$ cat src/rtl/aper_pkg.sv
`timescale 1ns/1ps
package aper_pkg;

  typedef enum logic [1:0] {
    SEL_SIZE = 2'd0,
    SEL_BASE = 2'd1,
    SEL_CTRL = 2'd2,
    SEL_DIR  = 2'd3
  } cfg_sel_e;

  typedef enum logic [1:0] {
    WK_IDLE  = 2'd0,
    WK_ISSUE = 2'd1,
    WK_WAIT  = 2'd2
  } walk_st_e;

  typedef struct packed {
    logic        present;
    logic [2:0]  attr;
    logic [19:0] pfn;
  } dir_ent_t;

  // usable directory slots for each aperture size code
  function automatic logic [6:0] slots_for_code(input logic [7:0] code);
    logic [6:0] n;
    case (code)
      8'd0:    n = 7'd64;
      8'd32:   n = 7'd32;
      8'd48:   n = 7'd16;
      8'd56:   n = 7'd8;
      default: n = 7'd0;
    endcase
    return n;
  endfunction

endpackage

$ cat src/rtl/aper_regs.sv
`timescale 1ns/1ps
module aper_regs
  import aper_pkg::*;
#(
  parameter int DIR_ENTRIES = 64,
  localparam int IDX_W = (DIR_ENTRIES > 1) ? $clog2(DIR_ENTRIES) : 1
) (
  input  logic             clk,
  input  logic             rst_n,
  input  logic             cfg_we,
  input  logic [1:0]       cfg_sel,
  input  logic [31:0]      cfg_wdata,
  input  logic [IDX_W-1:0] rd_idx,
  output logic [7:0]       size_code,
  output logic [9:0]       base_hi,
  output logic             ctrl_armed,
  output logic             flush,
  output dir_ent_t         rd_ent
);

  logic       size_we, base_we, ctrl_we, dir_we;
  logic [7:0] size_q, size_d;
  logic [9:0] base_q, base_d;
  logic       arm_q, arm_d;

  assign size_we = cfg_we && (cfg_sel == SEL_SIZE);
  assign base_we = cfg_we && (cfg_sel == SEL_BASE);
  assign ctrl_we = cfg_we && (cfg_sel == SEL_CTRL);
  assign dir_we  = cfg_we && (cfg_sel == SEL_DIR);

  always_comb begin
    size_d = size_q;
    base_d = base_q;
    arm_d  = arm_q;
    if (size_we) size_d = cfg_wdata[7:0];
    if (base_we) base_d = cfg_wdata[31:22];
    if (ctrl_we) arm_d  = cfg_wdata[7];
  end

  always_ff @(posedge clk or negedge rst_n) begin
    if (!rst_n) begin
      size_q <= '0;
      base_q <= '0;
      arm_q  <= 1'b0;
    end else begin
      size_q <= size_d;
      base_q <= base_d;
      arm_q  <= arm_d;
    end
  end

  // flush fires on the 0 -> 1 step of the stored control bit 7
  assign flush      = ctrl_we && cfg_wdata[7] && !arm_q;
  assign size_code  = size_q;
  assign base_hi    = base_q;
  assign ctrl_armed = arm_q;

  // on-chip directory
  logic [DIR_ENTRIES-1:0] pres_q;
  logic [19:0]            pfn_q  [DIR_ENTRIES];
  logic [2:0]             attr_q [DIR_ENTRIES];

  for (genvar g = 0; g < DIR_ENTRIES; g++) begin : g_dir
    logic slot_we;
    assign slot_we = dir_we && (cfg_wdata[IDX_W-1:0] == IDX_W'(g));

    always_ff @(posedge clk or negedge rst_n) begin
      if (!rst_n) begin
        pres_q[g] <= 1'b0;
      end else if (slot_we) begin
        pres_q[g] <= cfg_wdata[8];
      end
    end

    always_ff @(posedge clk) begin
      if (slot_we && cfg_wdata[8]) begin
        pfn_q[g]  <= cfg_wdata[31:12];
        attr_q[g] <= cfg_wdata[11:9];
      end
    end
  end

  always_comb begin
    rd_ent.present = pres_q[rd_idx];
    rd_ent.attr    = attr_q[rd_idx];
    rd_ent.pfn     = pfn_q[rd_idx];
  end

endmodule

$ cat src/rtl/aper_tlb.sv
`timescale 1ns/1ps
module aper_tlb #(
  parameter int ENTRIES = 4,
  parameter int TAG_W   = 20,
  parameter int PFN_W   = 20,
  localparam int PTR_W  = (ENTRIES > 1) ? $clog2(ENTRIES) : 1
) (
  input  logic               clk,
  input  logic               rst_n,
  input  logic               flush,
  input  logic [TAG_W-1:0]   lk_tag,
  output logic               hit,
  output logic [PFN_W-1:0]   hit_pfn,
  input  logic               fill_en,
  input  logic [TAG_W-1:0]   fill_tag,
  input  logic [PFN_W-1:0]   fill_pfn,
  output logic [ENTRIES-1:0] vld
);

  logic [ENTRIES-1:0] vld_q, vld_d, match;
  logic [TAG_W-1:0]   tag_q [ENTRIES];
  logic [PFN_W-1:0]   pfn_q [ENTRIES];
  logic [PTR_W-1:0]   ptr_q, ptr_d;
  logic               do_fill;

  // flush wins over a fill in the same cycle
  assign do_fill = fill_en && !flush;

  for (genvar g = 0; g < ENTRIES; g++) begin : g_way
    logic way_we;
    assign way_we   = do_fill && (ptr_q == PTR_W'(g));
    assign match[g] = vld_q[g] && (tag_q[g] == lk_tag);

    always_ff @(posedge clk) begin
      if (way_we) begin
        tag_q[g] <= fill_tag;
        pfn_q[g] <= fill_pfn;
      end
    end
  end

  always_comb begin
    vld_d = vld_q;
    ptr_d = ptr_q;
    if (flush) begin
      vld_d = '0;
    end else if (fill_en) begin
      vld_d[ptr_q] = 1'b1;
      ptr_d = (ptr_q == PTR_W'(ENTRIES - 1)) ? '0 : ptr_q + 1'b1;
    end
  end

  always_ff @(posedge clk or negedge rst_n) begin
    if (!rst_n) begin
      vld_q <= '0;
      ptr_q <= '0;
    end else begin
      vld_q <= vld_d;
      ptr_q <= ptr_d;
    end
  end

  always_comb begin
    hit_pfn = '0;
    for (int i = 0; i < ENTRIES; i++) begin
      if (match[i]) hit_pfn = hit_pfn | pfn_q[i];
    end
  end

  assign hit = (|match) && !flush;
  assign vld = vld_q;

endmodule

$ cat src/rtl/aper_walk.sv
`timescale 1ns/1ps
module aper_walk
  import aper_pkg::*;
(
  input  logic        clk,
  input  logic        rst_n,
  input  logic        req_valid,
  input  logic [31:0] req_addr,
  output logic        req_ready,
  input  logic        in_range,
  input  dir_ent_t    dir_ent,
  input  logic        tlb_hit,
  input  logic [19:0] tlb_pfn,
  input  logic        flush,
  output logic        mem_rd_en,
  output logic [31:0] mem_rd_addr,
  input  logic        mem_rd_valid,
  input  logic [31:0] mem_rd_data,
  output logic        rsp_valid,
  output logic        rsp_fault,
  output logic [31:0] rsp_paddr,
  output logic        fill_en,
  output logic [19:0] fill_tag,
  output logic [19:0] fill_pfn
);

  walk_st_e    st_q, st_d;
  logic [31:0] addr_q, rda_q;
  logic        kill_q, kill_d;
  logic        rv_q, rv_d, rf_q, rf_d;
  logic [31:0] rp_q, rp_d;
  logic        walk_start;
  logic        unused_bits;

  assign unused_bits = ^{dir_ent.attr, mem_rd_data[11:1]};

  assign walk_start = (st_q == WK_IDLE) && req_valid && in_range &&
                      dir_ent.present && !tlb_hit;

  always_comb begin
    st_d    = st_q;
    kill_d  = kill_q;
    rv_d    = 1'b0;
    rf_d    = 1'b0;
    rp_d    = '0;
    fill_en = 1'b0;
    unique case (st_q)
      WK_IDLE: begin
        if (req_valid) begin
          if (!in_range || !dir_ent.present) begin
            rv_d = 1'b1;
            rf_d = 1'b1;
          end else if (tlb_hit) begin
            rv_d = 1'b1;
            rp_d = {tlb_pfn, req_addr[11:0]};
          end else begin
            st_d   = WK_ISSUE;
            kill_d = 1'b0;
          end
        end
      end
      WK_ISSUE: begin
        st_d = WK_WAIT;
        if (flush) kill_d = 1'b1;
      end
      WK_WAIT: begin
        if (flush) kill_d = 1'b1;
        if (mem_rd_valid) begin
          rv_d = 1'b1;
          st_d = WK_IDLE;
          if (mem_rd_data[0]) begin
            rp_d    = {mem_rd_data[31:12], addr_q[11:0]};
            fill_en = !kill_q && !flush;
          end else begin
            rf_d = 1'b1;
          end
        end
      end
      default: st_d = WK_IDLE;
    endcase
  end

  always_ff @(posedge clk or negedge rst_n) begin
    if (!rst_n) begin
      st_q   <= WK_IDLE;
      kill_q <= 1'b0;
      rv_q   <= 1'b0;
      rf_q   <= 1'b0;
      rp_q   <= '0;
    end else begin
      st_q   <= st_d;
      kill_q <= kill_d;
      rv_q   <= rv_d;
      rf_q   <= rf_d;
      rp_q   <= rp_d;
    end
  end

  always_ff @(posedge clk) begin
    if (walk_start) begin
      addr_q <= req_addr;
      rda_q  <= {dir_ent.pfn, req_addr[21:12], 2'b00};
    end
  end

  assign req_ready   = (st_q == WK_IDLE);
  assign mem_rd_en   = (st_q == WK_ISSUE);
  assign mem_rd_addr = rda_q;
  assign rsp_valid   = rv_q;
  assign rsp_fault   = rf_q;
  assign rsp_paddr   = rp_q;
  assign fill_tag    = addr_q[31:12];
  assign fill_pfn    = mem_rd_data[31:12];

endmodule

$ cat src/rtl/aper_xlate.sv
`timescale 1ns/1ps
module aper_xlate
  import aper_pkg::*;
#(
  parameter int DIR_ENTRIES = 64,
  parameter int TLB_ENTRIES = 4
) (
  input  logic        clk,
  input  logic        rst_n,
  input  logic        cfg_we,
  input  logic [1:0]  cfg_sel,
  input  logic [31:0] cfg_wdata,
  input  logic        req_valid,
  output logic        req_ready,
  input  logic [31:0] req_addr,
  output logic        rsp_valid,
  output logic        rsp_fault,
  output logic [31:0] rsp_paddr,
  output logic        mem_rd_en,
  output logic [31:0] mem_rd_addr,
  input  logic        mem_rd_valid,
  input  logic [31:0] mem_rd_data
);

  localparam int IDX_W = (DIR_ENTRIES > 1) ? $clog2(DIR_ENTRIES) : 1;

  logic [7:0]             size_code;
  logic [9:0]             base_hi;
  logic                   ctrl_armed;
  logic                   flush;
  dir_ent_t               dir_ent;
  logic [9:0]             dir_off;
  logic                   in_range;
  logic                   tlb_hit;
  logic [19:0]            tlb_pfn;
  logic                   fill_en;
  logic [19:0]            fill_tag, fill_pfn;
  logic [TLB_ENTRIES-1:0] tlb_vld;

  // wraps for addresses below the base, which then fail the limit check
  assign dir_off  = req_addr[31:22] - base_hi;
  assign in_range = (dir_off < 10'(slots_for_code(size_code))) &&
                    (dir_off < 10'(DIR_ENTRIES));

  aper_regs #(.DIR_ENTRIES(DIR_ENTRIES)) u_regs (
    .clk        (clk),
    .rst_n      (rst_n),
    .cfg_we     (cfg_we),
    .cfg_sel    (cfg_sel),
    .cfg_wdata  (cfg_wdata),
    .rd_idx     (dir_off[IDX_W-1:0]),
    .size_code  (size_code),
    .base_hi    (base_hi),
    .ctrl_armed (ctrl_armed),
    .flush      (flush),
    .rd_ent     (dir_ent)
  );

  aper_tlb #(.ENTRIES(TLB_ENTRIES), .TAG_W(20), .PFN_W(20)) u_tlb (
    .clk      (clk),
    .rst_n    (rst_n),
    .flush    (flush),
    .lk_tag   (req_addr[31:12]),
    .hit      (tlb_hit),
    .hit_pfn  (tlb_pfn),
    .fill_en  (fill_en),
    .fill_tag (fill_tag),
    .fill_pfn (fill_pfn),
    .vld      (tlb_vld)
  );

  aper_walk u_walk (
    .clk          (clk),
    .rst_n        (rst_n),
    .req_valid    (req_valid),
    .req_addr     (req_addr),
    .req_ready    (req_ready),
    .in_range     (in_range),
    .dir_ent      (dir_ent),
    .tlb_hit      (tlb_hit),
    .tlb_pfn      (tlb_pfn),
    .flush        (flush),
    .mem_rd_en    (mem_rd_en),
    .mem_rd_addr  (mem_rd_addr),
    .mem_rd_valid (mem_rd_valid),
    .mem_rd_data  (mem_rd_data),
    .rsp_valid    (rsp_valid),
    .rsp_fault    (rsp_fault),
    .rsp_paddr    (rsp_paddr),
    .fill_en      (fill_en),
    .fill_tag     (fill_tag),
    .fill_pfn     (fill_pfn)
  );

endmodule

$ cat config.mk
export PLATFORM = sky130hd
export DESIGN_NAME = aper_xlate
export DESIGN_NICKNAME = d
export VERILOG_FILES = /design/src/rtl/aper_pkg.sv /design/src/rtl/aper_regs.sv /design/src/rtl/aper_tlb.sv /design/src/rtl/aper_walk.sv /design/src/rtl/aper_xlate.sv
export SDC_FILE = /design/constraint.sdc
export NUM_CORES = 1
export LEC_CHECK = 0
export BUFFER_PORTS_ARGS = -buffer_cell sky130_fd_sc_hd__buf_2
export CAP_MARGIN = 40
export CORE_MARGIN = 2
export CORE_UTILIZATION = 42
export DETAILED_ROUTE_END_ITERATION = 8
export SLEW_MARGIN = 20
export SYNTH_ARGS = -nofsm -noshare
export SYNTH_HDL_FRONTEND = slang
export SYNTH_SLANG_ARGS = --single-unit
$ cat constraint.sdc
create_clock -name clk -period 6.2 [get_ports clk]
set_clock_uncertainty 0.1 [all_clocks]
set_input_delay 1.24 -clock clk [delete_from_list [all_inputs] [get_ports clk]]
set_output_delay 1.24 -clock clk [all_outputs]
set_load 0.01 [all_outputs]
* Yosys cells after proc, flatten, opt, wreduce, memory -nomap -nowiden
Memories as Yosys holds them, arrays and structs flattened. A register that Yosys moved wholly into a read port is not among the register bits.
Index checks and enable logic that the tools add are counted.
** Cells by class
- Multiplexer cells :: 384
- Bitwise gates (word level) :: 5
- Equal/unequal tests :: 83
- $add $sub $neg :: 2
- Multipliers :: 0
- Magnitude comparators :: 5
- Shift operators :: 0
- Reduce and logical (&&, ||, !) cells :: 239
- Div/mod/pow operators :: 0
** Operators with widths (number)
- 2-to-1 mux 20 bit :: 73
- OR reduction 20 bit :: 69
- 2-to-1 mux 6 bit :: 63
- 2-to-1 mux 1 bit :: 222
- == test 6 bit, second input constant :: 32
- 2-to-1 mux 32 bit :: 5
- logical AND 1 bit :: 151
- == test 6 x 5 -> 1 bit, second input constant :: 16
- == test 20 bit :: 4
- one-hot mux 32 bit (2 select lines) :: 1
- OR 20 bit :: 3
- == test 6 x 4 -> 1 bit, second input constant :: 8
- one-hot mux 7 bit (4 select lines) :: 1
- == test 6 x 3 -> 1 bit, second input constant :: 4
- == test 8 x 6 -> 1 bit, second input constant :: 3
- 2-to-1 mux 2 bit :: 11
- == test 6 x 2 -> 1 bit, second input constant :: 2
- == test 2 bit, second input constant :: 5
- less-than comparator 10 x 7 -> 1 bit :: 1
- less-than comparator 10 x 7 -> 1 bit, second input constant :: 1
- subtractor 10 bit :: 1
- logical NOT 8 bit :: 1
- 2-to-1 mux 4 bit :: 2
- != test 2 bit, second input constant :: 4
- other kinds (23) :: 35
** Storage, ports and cells
- Latch bits :: 0
- Memories kept :: 3
- RAM bits :: 1440
- Output and inout port bits :: 68
- Bits in read-only memories :: 0
- Register bits :: 188
** Memory list
- u_regs.pfn_q :: depth 64, width 20, rd ports 1, clocked after Yosys merged registers in 1, write ports 1, RTL line aper_regs.sv:60 : logic [19:0] pfn_q [DIR_ENTRIES];
- u_tlb.pfn_q :: depth 4, width 20, rd ports 4, clocked after Yosys merged registers in 0, write ports 1, RTL line aper_tlb.sv:22 : logic [PFN_W-1:0] pfn_q [ENTRIES];
- u_tlb.tag_q :: depth 4, width 20, rd ports 4, clocked after Yosys merged registers in 0, write ports 1, RTL line aper_tlb.sv:21 : logic [TAG_W-1:0] tag_q [ENTRIES];

* Longest topological paths before layout
- Depth after elaboration :: 70
- Gate-level depth with buffers :: 19

* By module
Synthesis repeated with hierarchy kept, for this count alone.
** Unflattened totals
- Cell total of the unflattened synthesis :: 3623
- Area, all modules :: 71791.4 µm²
** By module, submodules not included
- aper_regs :: times used 1, sequential area each 46279.4 µm², cells each 2900, area an instance 60845.9 µm²
- aper_tlb :: times used 1, sequential area each 4954.8 µm², cells each 426, area an instance 6875.3 µm²
- aper_walk :: times used 1, sequential area each 2487.4 µm², cells each 212, area an instance 3469.6 µm²
- aper_xlate :: times used 1, sequential area each 0.0 µm², cells each 85, area an instance 600.6 µm²

* Worst setup path after synthesis
Ideal clock, no wire load.
- Path type :: input to register
- Start :: input req_addr[22]
- End :: register u_walk.addr_q[0] (enable)
- Required time :: 5.633 ns
- Cell stages on the path :: 17
- Path buffers :: 2
- Arrival time :: 6.921 ns
- Slack :: -1.288 ns
- Library setup time :: 0.467 ns
- Path through :: clkbuf_1 > inv_1 > ha_1 > fa_1 > nand2b_1 > a21oi_1 > xnor2_1 > inv_2 > clkbuf_1 > ha_1 > o21a_1 > o21ai_0 > o21ai_0 > nor4b_1 > nand2_1 > nor3b_1 > nor2b_1
** On the way
- Word-level cells in the longest chain between the ends :: 6
- Elaborated cells on any way between the ends :: 20
- Classes of those cells :: 1 x add/sub; 2 x order compare; 4 x eq/ne; 2 x mux; 11 x reduce/logical
** RTL lines
- from (decl) :: RTL line aper_xlate.sv:15 : input logic [31:0] req_addr,
- subtractor 10 bit / == test 20 bit (equally long branches) :: RTL line aper_xlate.sv:41, aper_tlb.sv:32
- less-than comparator 10 x 7 -> 1 bit, or another cell as far along :: RTL line aper_xlate.sv:42 : assign in_range = (dir_off < 10'(slots_for_code(size_code))) &&
- logical AND 1 bit / OR reduction 4 bit (equally long branches) :: RTL line aper_xlate.sv:42, aper_tlb.sv:70
- logical AND 1 bit, on equally long branches :: RTL line aper_walk.sv:37, aper_tlb.sv:70
- logical AND 1 bit / logical NOT 1 bit (equally long branches) :: RTL line aper_walk.sv:37, aper_walk.sv:38
- logical AND 1 bit (*) :: RTL line aper_walk.sv:38 : dir_ent.present && !tlb_hit;
- net u_walk.walk_start :: RTL line aper_walk.sv:32 : logic walk_start;
- to (signal assigned) :: RTL line aper_walk.sv:101 : addr_q <= req_addr;
- to (decl) :: RTL line aper_walk.sv:28 : logic [31:0] addr_q, rda_q;
The timed path passes the listed nets; every way through them passes the cells marked *. The select of a mux whose other input is x is not followed.
A chain may end at the register's enable or synchronous reset.

* Worst setup path in the final report
- Start :: input req_addr[22]
- End :: register u_walk.rda_q[21] (netlist: u_walk.mem_rd_addr[21]) (read register of u_regs.pfn_q) (data pin)
** On the way
- Word-level cells in the longest chain between the ends :: 6
- Elaborated cells on any way between the ends :: 20
- Classes of those cells :: 1 x add/sub; 2 x order compare; 4 x eq/ne; 2 x mux; 11 x reduce/logical
** RTL lines (RTL line)
- subtractor 10 bit / == test 20 bit (equally long branches) :: aper_xlate.sv:41, aper_tlb.sv:32
- less-than comparator 10 x 7 -> 1 bit, or another cell as far along :: aper_xlate.sv:42
- logical AND 1 bit / OR reduction 4 bit (equally long branches) :: aper_xlate.sv:42, aper_tlb.sv:70
- logical AND 1 bit, on equally long branches :: aper_walk.sv:37, aper_tlb.sv:70
- logical AND 1 bit / logical NOT 1 bit (equally long branches) :: aper_walk.sv:37, aper_walk.sv:38
- logical AND 1 bit :: aper_walk.sv:38
- to (decl) :: aper_walk.sv:28
Several ways; a longest one is shown, not always the timed one. The select of a mux whose other input is x is not followed.

==> insert_results.sql <==
INSERT INTO impl_metrics (metric_group, metric, value, unit) VALUES
('logic_synthesis', 'synth.top_cell.area_share', '71.0', '%'),
('critical_path', 'critical_path.most_common_cell', 'sky130_fd_sc_hd__mux4_2', ''),
('sta', 'final-hold-violation-count', '0', ''),
('pwr', 'power.clock.fraction', '36.7', '%'),
('pwr', 'power_per_cell_area', '370', 'nW/µm²'),
('pwr', 'fraction_of_power_spent_switching_nets', '25.7', '%'),
('place', 'place.gp.congestion', '0.839', ''),
('place', 'port_buffers', '154', ''),
('sta', 'unrepaired_setup_endpoints_after_global_routing', 'no', ''),
('place', 'hpwl_detailed', '86.2', 'mm'),
('finish', 'area_delta_synth_final', '15.9', '%'),
('critical_path', 'critPathMaxStageDelay', '1.03', 'ns'),
('run_status', 'outcome', 'finished clean', ''),
('logic_synthesis', 'synth_cell_type_count', '68', ''),
('global_route', 'grt_overflow', '0', ''),
('finish', 'postLayoutCellArea', '73100', 'µm²'),
('critical_path', 'critical_path.cell_chain', 'buf_2 > inv_1 > ha_4 > fa_4 > buf_12 > mux4_2 > mux4_2 > and2_1 > a211oi_1 > buf_4 > a31oi_1', ''),
('pwr', 'p_total', '27.1', 'mW'),
('global_route', 'first_pass_grt_wire_length', '219', 'mm'),
('finish', 'final_util', '48.9', '%'),
('logic_synthesis', 'synth_cells', '2987', ''),
('sta', 'period_share', '79.1', '%'),
('pwr', 'internal_power', '20.1', 'mW'),
('logic_synthesis', 'post_synthesis_cell_area', '63100', 'µm²'),
('die', 'std_cell_rows', '142', ''),
('detailed_routing', 'drtAntennaViolNets', '0', ''),
('die', 'floorplan.die.width', '392', 'µm'),
('logic_synthesis', 'ys_async_sr_fraction', '7.79', '%'),
('clock_tree', 'clock-root-buffer', 'sky130_fd_sc_hd__clkbuf_16', ''),
('sta', 'setup_tns', '0', 'ns'),
('sta', 'fmaxAchievable', '204', 'MHz'),
('run', 'max_capacitance_violation_total', '0', ''),
('critical_path', 'critical_path_arrival', '5.31', 'ns'),
('clock_tree', 'cts.reportedPaths.clkPinSlew', '0.06', 'ns'),
('pwr', 'irDropWorstVdd', '0.294', 'mV'),
('logic_synthesis', 'top_cell_type_by_total_area_after_synthesis', 'sky130_fd_sc_hd__edfxtp_1', ''),
('logic_synthesis', 'main_combinational_cell_family_by_area_after_synthesis', 'multiplexers', ''),
('detailed_routing', 'drt_drc_violations_left', '0', ''),
('logic_synthesis', 'synth_simple_gate_area_share', '3.14', '%'),
('logic_synthesis', 'postSynth.topFlopCell', 'sky130_fd_sc_hd__edfxtp_1', ''),
('critical_path', 'worst-path-max-fanout', '101', ''),
('sta', 'setup_slack', '1.30', 'ns'),
('die', 'die_span_in_y', '392', 'µm'),
('die', 'floorplan.initialDensity', '42.2', '%'),
('logic_synthesis', 'ys_seq_elements', '1618', ''),
('place', 'placedInstanceArea', '67600', 'µm²'),
('clock_tree', 'post_cts_resize_count', '0', ''),
('critical_path', 'worst-endpoint-required', '6.61', 'ns'),
('finish', 'fraction_of_layout_cells_with_a_size_suffix_above_1', '32.4', '%'),
('critical_path', 'critical_path.endpoint_type', 'flop', ''),
('sta', 'finalHoldWorstSlack', '0.308', 'ns'),
('logic_synthesis', 'synth_area_leaders', 'sky130_fd_sc_hd__edfxtp_1 71%, sky130_fd_sc_hd__mux4_2 14%, sky130_fd_sc_hd__dfrtp_1 5.0%, sky130_fd_sc_hd__mux2_2 1.3%, sky130_fd_sc_hd__nor2_1 0.81%', ''),
('detailed_routing', 'avgViaCountPerCell', '5.61', ''),
('clock_tree', 'cts_num_sinks', '1618', ''),
('global_route', 'grt_start_max_net_pins', '119', ''),
('finish', 'finish.cell_count_without_fillers', '5466', ''),
('clock_tree', 'total_clock_buffers_created_by_cts', '165', ''),
('detailed_routing', 'totalWireLength', '151', 'mm'),
('critical_path', 'cpMaxStageDelayCell', 'sky130_fd_sc_hd__fa_4', ''),
('clock_tree', 'cts.path.max_buffers', '3', ''),
('hold_path', 'timing.hold.worst.class', 'primary input to async pin', ''),
('logic_synthesis', 'synth-warning-count', '0', ''),
('sta', 'final.min_clock_period', '4.90', 'ns'),
('detailed_routing', 'drt_iter0_drc', '3052', ''),
('critical_path', 'crit_type', 'primary input to flop', ''),
('pwr', 'net-switching-power', '6.94', 'mW'),
('logic_synthesis', 'synth_edf_count', '1492', ''),
('place', 'placedCellCount', '5156', ''),
('logic_synthesis', 'synth.mux.area_fraction', '16.0', '%'),
('clock_tree', 'post-cts-setup-buffers', '0', ''),
('die', 'io-pin-count', '171', '');
-- worst max-delay path, delay by kind of cell --
| family | cells | cell delay [ns] |
|---|---|---|
| compound gates | 2 | 0.49 |
| fa+ha+maj | 2 | 1.21 |
| buf+inv | 4 | 1.09 |
| mux | 2 | 0.97 |
| simple gates | 1 | 0.19 |
-- worst paths after layout --
kind | startpoint | end | slack, ns | cells after the start
worst max-delay path | req_addr[22] | u_walk.mem_rd_addr[21] | 1.30 | 11
worst min-delay path | rst_n | u_walk.rsp_paddr[15] | 0.31 | 1
worst max register to register | u_regs.base_hi[0] | u_walk.mem_rd_addr[21] | 1.67 | 9
worst min register to register | u_walk.addr_q[10] | u_walk.rsp_paddr[10] | 0.37 | 1
max in group asynchronous | rst_n | u_regs.pres_q[43] | 4.51 | 3
min in group clk | u_walk.addr_q[10] | u_walk.rsp_paddr[10] | 0.37 | 1
-- per-layer routing --
layer	track usage, %	vias to the layer above	wire [µm]
li1	-	13000	-
met1	27.5	16300	62700
met2	31.9	1170	73400
met3	4.51	206	11900
met4	5.23	16	3130
met5	0	-	101
-- synthesized netlist by cell type, drive strengths merged (7+ instances only) --
master	n
mux2i	10
inv	20
a22oi	40
o21ai	25
nor4b	7
nand3	28
and2	27
clkbuf	107
buf	57
a21oi	9
edfxtp	1492
nor2b	11
a22o	32
nand4	26
nor2	137
dfrtp	126
mux4	406
a31oi	22
nor4	17
mux2	74
xnor2	52
nand2	121
ha	19
xor2	35
a211oi	22
-- cell families after synthesis --
family	count (synthesis)
flip-flops	1618
multiplexers	490
AND/OR/NAND/NOR	412
buffers and inverters	184
AO/OA/AOI/OAI	175
XOR/XNOR	87
adder cells (fa/ha/maj)	20
other	1
-- power groups by stage --
stage | combinational (mW) | sequential (mW) | clock [mW]
floorplan | 3.13 | 12.4 | 0
global placement | 4.98 | 12.4 | 0
detailed placement | 5.04 | 12.4 | 0
CTS | 5.05 | 12.1 | 10.1
global route | 5.27 | 12.1 | 10.6
finish | 4.99 | 12.1 | 9.93
-- area by class of cell --
| type | count | area [µm²] |
|---|---|---|
| inverters | 20 | 75.1 |
| repair buffers | 318 | 2450 |
| well taps | 2016 | 2520 |
| diodes | 4 | 10.0 |
| fillers | 12100 | 76300 |
| clock buffers | 212 | 4390 |
| clock inverters | 92 | 1050 |
| multi-input cells | 1186 | 14700 |
| flip-flops and latches | 1618 | 48000 |
-- cell usage in the layout (no fill, tap or decap), types with 12 or more instances in the layout --
| master | count |
|---|---|
| sky130_fd_sc_hd__edfxtp_1 | 1492 |
| sky130_fd_sc_hd__mux4_2 | 406 |
| sky130_fd_sc_hd__clkbuf_16 | 168 |
| sky130_fd_sc_hd__buf_2 | 153 |
| sky130_fd_sc_hd__buf_4 | 129 |
| sky130_fd_sc_hd__dfrtp_1 | 126 |
| sky130_fd_sc_hd__nand2_1 | 120 |
| sky130_fd_sc_hd__mux2_2 | 74 |
| sky130_fd_sc_hd__nor2_1 | 73 |
| sky130_fd_sc_hd__nor2_2 | 59 |
| sky130_fd_sc_hd__xnor2_1 | 50 |
| sky130_fd_sc_hd__clkbuf_1 | 42 |
| sky130_fd_sc_hd__a22oi_1 | 40 |
| sky130_fd_sc_hd__xor2_1 | 34 |
| sky130_fd_sc_hd__clkinv_1 | 34 |
| sky130_fd_sc_hd__a22o_1 | 32 |
| sky130_fd_sc_hd__nand3_1 | 28 |
| sky130_fd_sc_hd__nand4_1 | 26 |
| sky130_fd_sc_hd__o21ai_0 | 24 |
| sky130_fd_sc_hd__a211oi_1 | 22 |
| sky130_fd_sc_hd__clkinv_2 | 22 |
| sky130_fd_sc_hd__a31oi_1 | 21 |
| sky130_fd_sc_hd__buf_12 | 20 |
| sky130_fd_sc_hd__inv_1 | 19 |
| sky130_fd_sc_hd__and2_1 | 18 |
| sky130_fd_sc_hd__ha_1 | 18 |
| sky130_fd_sc_hd__bufinv_16 | 18 |
| sky130_fd_sc_hd__nor4_1 | 12 |
-- sequential cells by signal (all words and copies together) (netlist names) --
signal / flops
u_regs.pfn_q: 1280
u_tlb.pfn_q: 80
u_tlb.tag_q: 80
u_regs.pres_q: 64
u_walk.addr_q: 32
u_walk.rsp_paddr: 32
u_walk.mem_rd_addr: 20
u_regs.base_hi: 10
u_regs.size_code: 8
u_tlb.vld: 4
u_tlb.ptr_q: 2
u_walk.st_q: 2
u_regs.ctrl_armed: 1
u_walk.kill_q: 1
u_walk.rsp_fault: 1
u_walk.rsp_valid: 1
Note: power is estimated with default switching activity, not from simulation.
